**src/rtl/spi_opseq_pkg.sv**
```systemverilog
package spi_opseq_pkg;
   localparam int OPC_W  = 5;
   localparam int LEN_W  = 9;
   localparam int BYTE_W = 8;

   localparam logic [OPC_W-1:0] OPC_CS_HIGH = 5'h00;
   localparam logic [OPC_W-1:0] OPC_CS_LOW  = 5'h01;
   localparam logic [OPC_W-1:0] OPC_OUT     = 5'h08;
   localparam logic [OPC_W-1:0] OPC_IN      = 5'h0C;
   localparam logic [OPC_W-1:0] OPC_OUT_ALT = 5'h11;

   localparam int A_OP_STAGE = 0;
   localparam int A_OP_PUSH  = 1;
   localparam int A_OP_FULL  = 2;
   localparam int A_OP_EMPTY = 3;
   localparam int A_TX_DATA  = 4;
   localparam int A_TX_FULL  = 5;
   localparam int A_RX_DATA  = 6;
   localparam int A_RX_POP   = 7;
   localparam int A_RX_EMPTY = 8;
   localparam int A_DIV      = 9;

   typedef enum logic [1:0] {
      ST_IDLE,
      ST_EXEC,
      ST_XFER
   } seq_state_e;
endpackage

```
**src/rtl/spi_opseq_fifo.sv**
```systemverilog
module spi_opseq_fifo #(
   parameter int W     = 8,
   parameter int DEPTH = 16
) (
   input  logic         clk,
   input  logic         rst_n,
   input  logic         push,
   input  logic [W-1:0] wdata,
   input  logic         pop,
   output logic [W-1:0] rdata,
   output logic         full,
   output logic         empty
);
   localparam int AW = $clog2(DEPTH);

   if (DEPTH < 2 || (DEPTH & (DEPTH - 1)) != 0) begin : g_bad_depth
      $error("spi_opseq_fifo: DEPTH must be a power of two >= 2");
   end

   logic [W-1:0] mem_q [DEPTH];
   logic [AW:0]  wptr_q, rptr_q;

   assign empty = (wptr_q == rptr_q);
   assign full  = (wptr_q[AW] != rptr_q[AW]) && (wptr_q[AW-1:0] == rptr_q[AW-1:0]);
   assign rdata = mem_q[rptr_q[AW-1:0]];

   always_ff @(posedge clk) begin
      if (push && !full) mem_q[wptr_q[AW-1:0]] <= wdata;
   end

   always_ff @(posedge clk or negedge rst_n) begin
      if (!rst_n) begin
         wptr_q <= '0;
         rptr_q <= '0;
      end else begin
         if (push && !full) wptr_q <= wptr_q + 1'b1;
         if (pop && !empty) rptr_q <= rptr_q + 1'b1;
      end
   end
endmodule

```
**src/rtl/spi_opseq_shifter.sv**
```systemverilog
module spi_opseq_shifter
   import spi_opseq_pkg::*;
#(
   parameter int DIV_W = 8
) (
   input  logic              clk,
   input  logic              rst_n,
   input  logic [DIV_W-1:0]  div,
   input  logic              start,
   input  logic [BYTE_W-1:0] din,
   input  logic              miso,
   output logic              done,
   output logic [BYTE_W-1:0] dout,
   output logic              sclk,
   output logic              mosi
);
   localparam int BW = $clog2(BYTE_W);
   localparam logic [BW-1:0] LAST_BIT = BW'(BYTE_W - 1);

   if (DIV_W < 1) begin : g_bad_div
      $error("spi_opseq_shifter: DIV_W must be at least 1");
   end

   logic              busy_q, sclk_q, done_q;
   logic [DIV_W-1:0]  cnt_q;
   logic [BW-1:0]     bit_q;
   logic [BYTE_W-1:0] tx_q, rx_q;

   always_ff @(posedge clk or negedge rst_n) begin
      if (!rst_n) begin
         busy_q <= 1'b0;
         sclk_q <= 1'b0;
         done_q <= 1'b0;
         cnt_q  <= '0;
         bit_q  <= '0;
         tx_q   <= '0;
         rx_q   <= '0;
      end else begin
         done_q <= 1'b0;
         if (start) begin
            busy_q <= 1'b1;
            sclk_q <= 1'b0;
            cnt_q  <= '0;
            bit_q  <= '0;
            tx_q   <= din;
         end else if (busy_q) begin
            if (cnt_q >= div) begin
               cnt_q <= '0;
               if (!sclk_q) begin
                  sclk_q <= 1'b1;
                  rx_q   <= {rx_q[BYTE_W-2:0], miso};
               end else begin
                  sclk_q <= 1'b0;
                  if (bit_q == LAST_BIT) begin
                     busy_q <= 1'b0;
                     done_q <= 1'b1;
                  end else begin
                     bit_q <= bit_q + 1'b1;
                     tx_q  <= {tx_q[BYTE_W-2:0], 1'b0};
                  end
               end
            end else begin
               cnt_q <= cnt_q + 1'b1;
            end
         end
      end
   end

   assign sclk = sclk_q;
   assign mosi = tx_q[BYTE_W-1];
   assign done = done_q;
   assign dout = rx_q;
endmodule

```
**src/rtl/spi_opseq.sv**
```systemverilog
module spi_opseq
   import spi_opseq_pkg::*;
#(
   parameter int DATA_W   = 16,
   parameter int ADDR_W   = 4,
   parameter int OP_DEPTH = 8,
   parameter int TX_DEPTH = 16,
   parameter int RX_DEPTH = 16,
   parameter int DIV_W    = 8
) (
   input  logic              clk,
   input  logic              rst_n,
   input  logic              bus_wr,
   input  logic              bus_rd,
   input  logic [ADDR_W-1:0] bus_addr,
   input  logic [DATA_W-1:0] bus_wdata,
   output logic [DATA_W-1:0] bus_rdata,
   output logic              spi_sclk,
   output logic              spi_cs_n,
   output logic              spi_mosi,
   input  logic              spi_miso,
   output logic              op_full,
   output logic              op_empty,
   output logic              tx_full,
   output logic              rx_empty
);
   localparam int OPW = OPC_W + LEN_W;

   if (DATA_W <= OPW || DIV_W > DATA_W) begin : g_bad_data_w
      $error("spi_opseq: DATA_W must exceed the op word and hold DIV_W");
   end
   if (ADDR_W < 4) begin : g_bad_addr_w
      $error("spi_opseq: ADDR_W must be at least 4");
   end

   logic [OPW-1:0]    stage_q;
   logic [DIV_W-1:0]  div_q;
   logic [OPW-1:0]    op_head;
   logic              op_fifo_empty, op_pop, op_push;
   logic [BYTE_W-1:0] tx_head, rx_head, shf_din, shf_dout;
   logic              tx_empty, tx_push, tx_pop;
   logic              rx_full, rx_push, rx_pop;
   logic              shf_start, shf_done;
   seq_state_e        st_q;
   logic [OPC_W-1:0]  opc_q;
   logic [LEN_W-1:0]  len_q;
   logic              cs_n_q;
   logic              is_out, is_in;
   wire               unused_wdata = ^bus_wdata[DATA_W-1:OPW];

   function automatic logic hit(input int a);
      return bus_addr == ADDR_W'(a);
   endfunction

   assign op_push = bus_wr && hit(A_OP_PUSH) && bus_wdata[0];
   assign tx_push = bus_wr && hit(A_TX_DATA);
   assign rx_pop  = bus_wr && hit(A_RX_POP) && bus_wdata[0];

   always_ff @(posedge clk or negedge rst_n) begin
      if (!rst_n) begin
         stage_q   <= '0;
         div_q     <= '0;
         bus_rdata <= '0;
      end else begin
         if (bus_wr && hit(A_OP_STAGE)) stage_q <= bus_wdata[OPW-1:0];
         if (bus_wr && hit(A_DIV))      div_q   <= bus_wdata[DIV_W-1:0];
         if (bus_rd) begin
            bus_rdata <= '0;
            case (int'(bus_addr))
               A_OP_FULL:  bus_rdata[0] <= op_full;
               A_OP_EMPTY: bus_rdata[0] <= op_empty;
               A_TX_FULL:  bus_rdata[0] <= tx_full;
               A_RX_DATA:  bus_rdata[BYTE_W-1:0] <= rx_head;
               A_RX_EMPTY: bus_rdata[0] <= rx_empty;
               A_DIV:      bus_rdata[DIV_W-1:0] <= div_q;
               default:    bus_rdata <= '0;
            endcase
         end
      end
   end

   spi_opseq_fifo #(.W(OPW), .DEPTH(OP_DEPTH)) i_op_fifo (
      .clk(clk), .rst_n(rst_n), .push(op_push), .wdata(stage_q),
      .pop(op_pop), .rdata(op_head), .full(op_full), .empty(op_fifo_empty));

   spi_opseq_fifo #(.W(BYTE_W), .DEPTH(TX_DEPTH)) i_tx_fifo (
      .clk(clk), .rst_n(rst_n), .push(tx_push), .wdata(bus_wdata[BYTE_W-1:0]),
      .pop(tx_pop), .rdata(tx_head), .full(tx_full), .empty(tx_empty));

   spi_opseq_fifo #(.W(BYTE_W), .DEPTH(RX_DEPTH)) i_rx_fifo (
      .clk(clk), .rst_n(rst_n), .push(rx_push), .wdata(shf_dout),
      .pop(rx_pop), .rdata(rx_head), .full(rx_full), .empty(rx_empty));

   spi_opseq_shifter #(.DIV_W(DIV_W)) i_shifter (
      .clk(clk), .rst_n(rst_n), .div(div_q), .start(shf_start), .din(shf_din),
      .miso(spi_miso), .done(shf_done), .dout(shf_dout),
      .sclk(spi_sclk), .mosi(spi_mosi));

   assign is_out = (opc_q == OPC_OUT) || (opc_q == OPC_OUT_ALT);
   assign is_in  = (opc_q == OPC_IN);

   always_comb begin
      op_pop    = (st_q == ST_IDLE) && !op_fifo_empty;
      tx_pop    = 1'b0;
      shf_start = 1'b0;
      shf_din   = '1;
      if (st_q == ST_EXEC && len_q != '0) begin
         if (is_out && !tx_empty) begin
            tx_pop    = 1'b1;
            shf_start = 1'b1;
            shf_din   = tx_head;
         end else if (is_in && !rx_full) begin
            shf_start = 1'b1;
         end
      end
   end

   assign rx_push = (st_q == ST_XFER) && shf_done && is_in;

   always_ff @(posedge clk or negedge rst_n) begin
      if (!rst_n) begin
         st_q   <= ST_IDLE;
         opc_q  <= '0;
         len_q  <= '0;
         cs_n_q <= 1'b1;
      end else begin
         case (st_q)
            ST_IDLE: begin
               if (op_pop) begin
                  opc_q <= op_head[OPW-1:LEN_W];
                  len_q <= op_head[LEN_W-1:0];
                  st_q  <= ST_EXEC;
               end
            end
            ST_EXEC: begin
               if (opc_q == OPC_CS_HIGH) begin
                  cs_n_q <= 1'b1;
                  st_q   <= ST_IDLE;
               end else if (opc_q == OPC_CS_LOW) begin
                  cs_n_q <= 1'b0;
                  st_q   <= ST_IDLE;
               end else if ((is_out || is_in) && len_q != '0) begin
                  if (shf_start) st_q <= ST_XFER;
               end else begin
                  st_q <= ST_IDLE;
               end
            end
            ST_XFER: begin
               if (shf_done) begin
                  len_q <= len_q - 1'b1;
                  st_q  <= ST_EXEC;
               end
            end
            default: st_q <= ST_IDLE;
         endcase
      end
   end

   assign spi_cs_n = cs_n_q;
   assign op_empty = op_fifo_empty && (st_q == ST_IDLE);
endmodule

```
**config.mk**
```make
export PLATFORM = sky130hd
export DESIGN_NAME = spi_opseq
export DESIGN_NICKNAME = d
export VERILOG_FILES = /design/src/rtl/spi_opseq_pkg.sv /design/src/rtl/spi_opseq_fifo.sv /design/src/rtl/spi_opseq_shifter.sv /design/src/rtl/spi_opseq.sv
export SDC_FILE = /design/constraint.sdc
export NUM_CORES = 1
export LEC_CHECK = 0
export CORE_MARGIN = 4
export CORE_UTILIZATION = 45
export DETAILED_ROUTE_END_ITERATION = 16
export SLEW_MARGIN = 20
export SYNTH_ARGS = -nofsm -noshare
export SYNTH_HDL_FRONTEND = slang
export SYNTH_SLANG_ARGS = --single-unit
export TNS_END_PERCENT = 100
```
**constraint.sdc**
```tcl
create_clock -name clk -period 2.75 [get_ports clk]
set_input_delay 0.55 -clock clk [delete_from_list [all_inputs] [get_ports clk]]
set_output_delay 0.55 -clock clk [all_outputs]
set_load 0.02 [all_outputs]
```
==> metrics.md <==
| Metric | Value |
|---|---|
| Fin crit period | `around 2.6 ns` |
| Critical setup path kind | `flip-flop to output port` |
| Slew @ Worst Pin | `between 0.8 and 0.9 ns` |
| Largest net degree at the start of global routing | `54` |
| Critical path peak fanout | `7` |
| Area Overhead vs Synth | `17.2%` |
| CTS tree | `yes` |
| Primary FF master, synth | `edfxtp_1` |
| Synth warn | `0` |
| Vias in the first global route | `10500` |
| Core Region | `between 0.04 and 0.05 mm²` |
| Detailed placer's ending HPWL | `26500 µm` |
| Via density | `approximately 5.5` |
| Most frequent cells in the layout | `edfxtp_1, buf_4, dfrtp_1` |
| Die Height | `between 200 and 250 µm` |
| FF+latch count, synth | `473` |
| GR Util All Layers | `around 18%` |
| Status | `finished, final reports clean` |
| Maximum vdd drop | `0.000630 V` |
| Root buffer cell | `clkbuf_16` |
| Crit path required time | `2.20 ns` |
| Cell taking the most area after synthesis | `edfxtp_1` |
| Most area-consuming cells after synthesis | `edfxtp_1, dfrtp_1, mux4_2` |
| Most common cell after layout, fill and taps aside | `edfxtp_1` |
| Setup ws final | `0.120 ns` |
| Gate Count Post-Synth | `around 1100` |
| Die width | `about 220 µm` |
| Routed Antenna Nets | `0` |
| Seq/Total Area, Yosys | `70.8%` |
| Crit path arrival time | `about 2.1 ns` |
| Relative slew slack | `about two fifths` |
| PortBufs | `37` |
| Final nets | `between 1000 and 1500` |
| DP Area | `about 0.021 mm²` |
| Routed len/inst | `about 22 µm` |
| Die ar. | `~0.046 mm²` |
| Non-Filler Instances | `1835` |
| I/O pin count | `48` |
| Via count | `around 10000` |
| Diodes inserted | `0` |
| Leakage | `8.02 nW` |
| Clk Latency, worst-skew pair | `around 0.57 ns` |
| First-pass GRT wire length | `roughly 63000 µm` |
| Post-synth EDFFs | `roughly 370` |
| Initial core utilization | `around 46%` |
| Syn Area/Cell | `17.4 µm²` |
| TNS Setup | `0 ns` |
| Ys async rst share | `about 22%` |
| Pwr Density | `approximately 860 mW/mm²` |
| Residual DRC | `0` |
| CTS max path bufs | `3` |
| Final period utilization | `between 90% and 100%` |
| # Max-Cap Violations | `0` |
| Mapped Area | `between 0.015 and 0.02 mm²` |
| Startpoint Class | `flip-flop` |
| Final hold vios | `0` |
| Critical path origin | `i_op_fifo.wptr_q[2]` |
| Pre-CTS WS | `around 0.08 ns` |
| Clk slew on worst S/H paths | `roughly 0.060 ns` |
| CTS sink count | `approximately 470` |
| Hold Crit Class | `primary input to asynchronous set/reset pin` |
| Final slew viol count | `0` |
| Detailed Routing Iterations Pass 1 | `5` |
| RSZ-0062 raised after global routing | `false` |
| # setup viols final | `0` |
| GP Congestion | `0.805` |
| Initial antenna violation count | `0` |
| R2R Path Start | `len_q[0]` |
| Number of buffers created by CTS | `48` |
| Hold_ws | `about 0.37 ns` |
| Clk_skew | `~0.018 ns` |
| Placed insts | `about 1700` |
| Netlist cell types | `57` |
| Final WL | `40500 µm` |
| Max frequency | `0.380 GHz` |
| Share of cells above drive strength 1 | `a little over a quarter` |
| Critical Path Sink Type | `output port` |
| H-tree Lvls | `2` |
| Row cnt | `75` |
| Total global routing overflow | `0` |
| Initial DRC Count | `673` |
| Yosys top cell area share | `between 50% and 60%` |
| Design Area, Final | `0.0226 mm²` |
## Yosys cell counts, types with 15 or more instances
cell type	instances
nor2_1	52
a21oi_1	16
mux2_2	35
nor2b_1	24
mux4_2	92
nor3_1	19
edfxtp_1	368
inv_1	15
nand2_1	54
clkbuf_1	34
xnor2_1	25
ha_1	24
xor2_1	15
dfrtp_1	104
mux2i_1	24
o21ai_0	39
o22ai_1	16
## area by class of cell
| class | count | area (µm²) |
|---|---|---|
| clock buffers | 60 | 1290 |
| clock inverters | 27 | 224 |
| fillers | 3367 | 19600 |
| inverters | 16 | 60.1 |
| multi-input cells | 571 | 5440 |
| flip-flops and latches | 473 | 13700 |
| well taps | 539 | 674 |
| repair buffers | 149 | 1270 |
## final timing paths
check	end	slack (ns)	cells past startpoint
min reg2reg	spi_cs_n	0.47	2
min in group clk	spi_cs_n	0.47	2
min	stage_q[8]	0.37	2
max	op_empty	0.12	5
max reg2reg	i_shifter.dout[0]	0.15	9
max in group asynchronous	i_op_fifo.rptr_q[0]	1.72	3
## worst max-delay path, stage by stage, from the launching register on
cell and delay, ns:
dfrtp_1 0.52, xnor2_2 0.16, nand4_1 0.16, nor3_1 0.18, buf_4 0.16, dlygate4sd2_1 0.33
## state kept, by name (all words and copies together) (netlist names), 3 cells and up
| signal | count |
|---|---|
| i_shifter.bit_q | 3 |
| stage_q | 14 |
| opc_q | 5 |
| i_rx_fifo.mem_q | 128 |
| div_q | 8 |
| i_tx_fifo.wptr_q | 5 |
| i_tx_fifo.rptr_q | 5 |
| i_rx_fifo.rptr_q | 5 |
| bus_rdata | 8 |
| i_shifter.dout | 8 |
| i_op_fifo.wptr_q | 4 |
| i_shifter.tx_q | 8 |
| len_q | 9 |
| i_op_fifo.mem_q | 112 |
| i_op_fifo.rptr_q | 4 |
| i_shifter.cnt_q | 8 |
| i_rx_fifo.wptr_q | 5 |
| i_tx_fifo.mem_q | 128 |
## through the flow
stage	total power [W]	utilization, %
6_report	0.0195	53.6
5_1_grt	0.0205	53.6
4_1_cts	0.0196	53.5
3_5_place_dp	0.0134	49.9
3_3_place_gp	0.0133	49.9
2_1_floorplan	0.0119	-
## per-layer routing
layer | part of all wire [%] | global-route usage (%)
met5 | 0 | 0
met3 | 3.8 | 2.73
met1 | 45 | 25.3
met4 | 1.8 | 4.51
met2 | 49 | 29.0
## cells by family after synthesis
group	synth area share (%)
AO/OA/AOI/OAI	4.46
XOR/XNOR	1.81
adder cells (fa/ha/maj)	1.55
buffers and inverters	1.58
flip-flops	70.8
multiplexers	14.0
other	0.0194
AND/OR/NAND/NOR	5.77
## report_power, final
group	switching, W	internal, W	leakage (nW)
Clock	0.00266	0.00360	0.729
Combinational	0.00207	0.00200	2.64
Sequential	0.000669	0.00845	4.65
Total	0.00540	0.0141	8.02
## timing repair
item,in CTS,in global routing
setup buffers,1,0
hold buffers,1,0
pin swaps,1,3
resized for setup,10,8
endpoints found under the setup margin,4,26
hold endpoints to repair,7,0
gates cloned,0,0
Note: power is estimated with default switching activity, not from simulation.
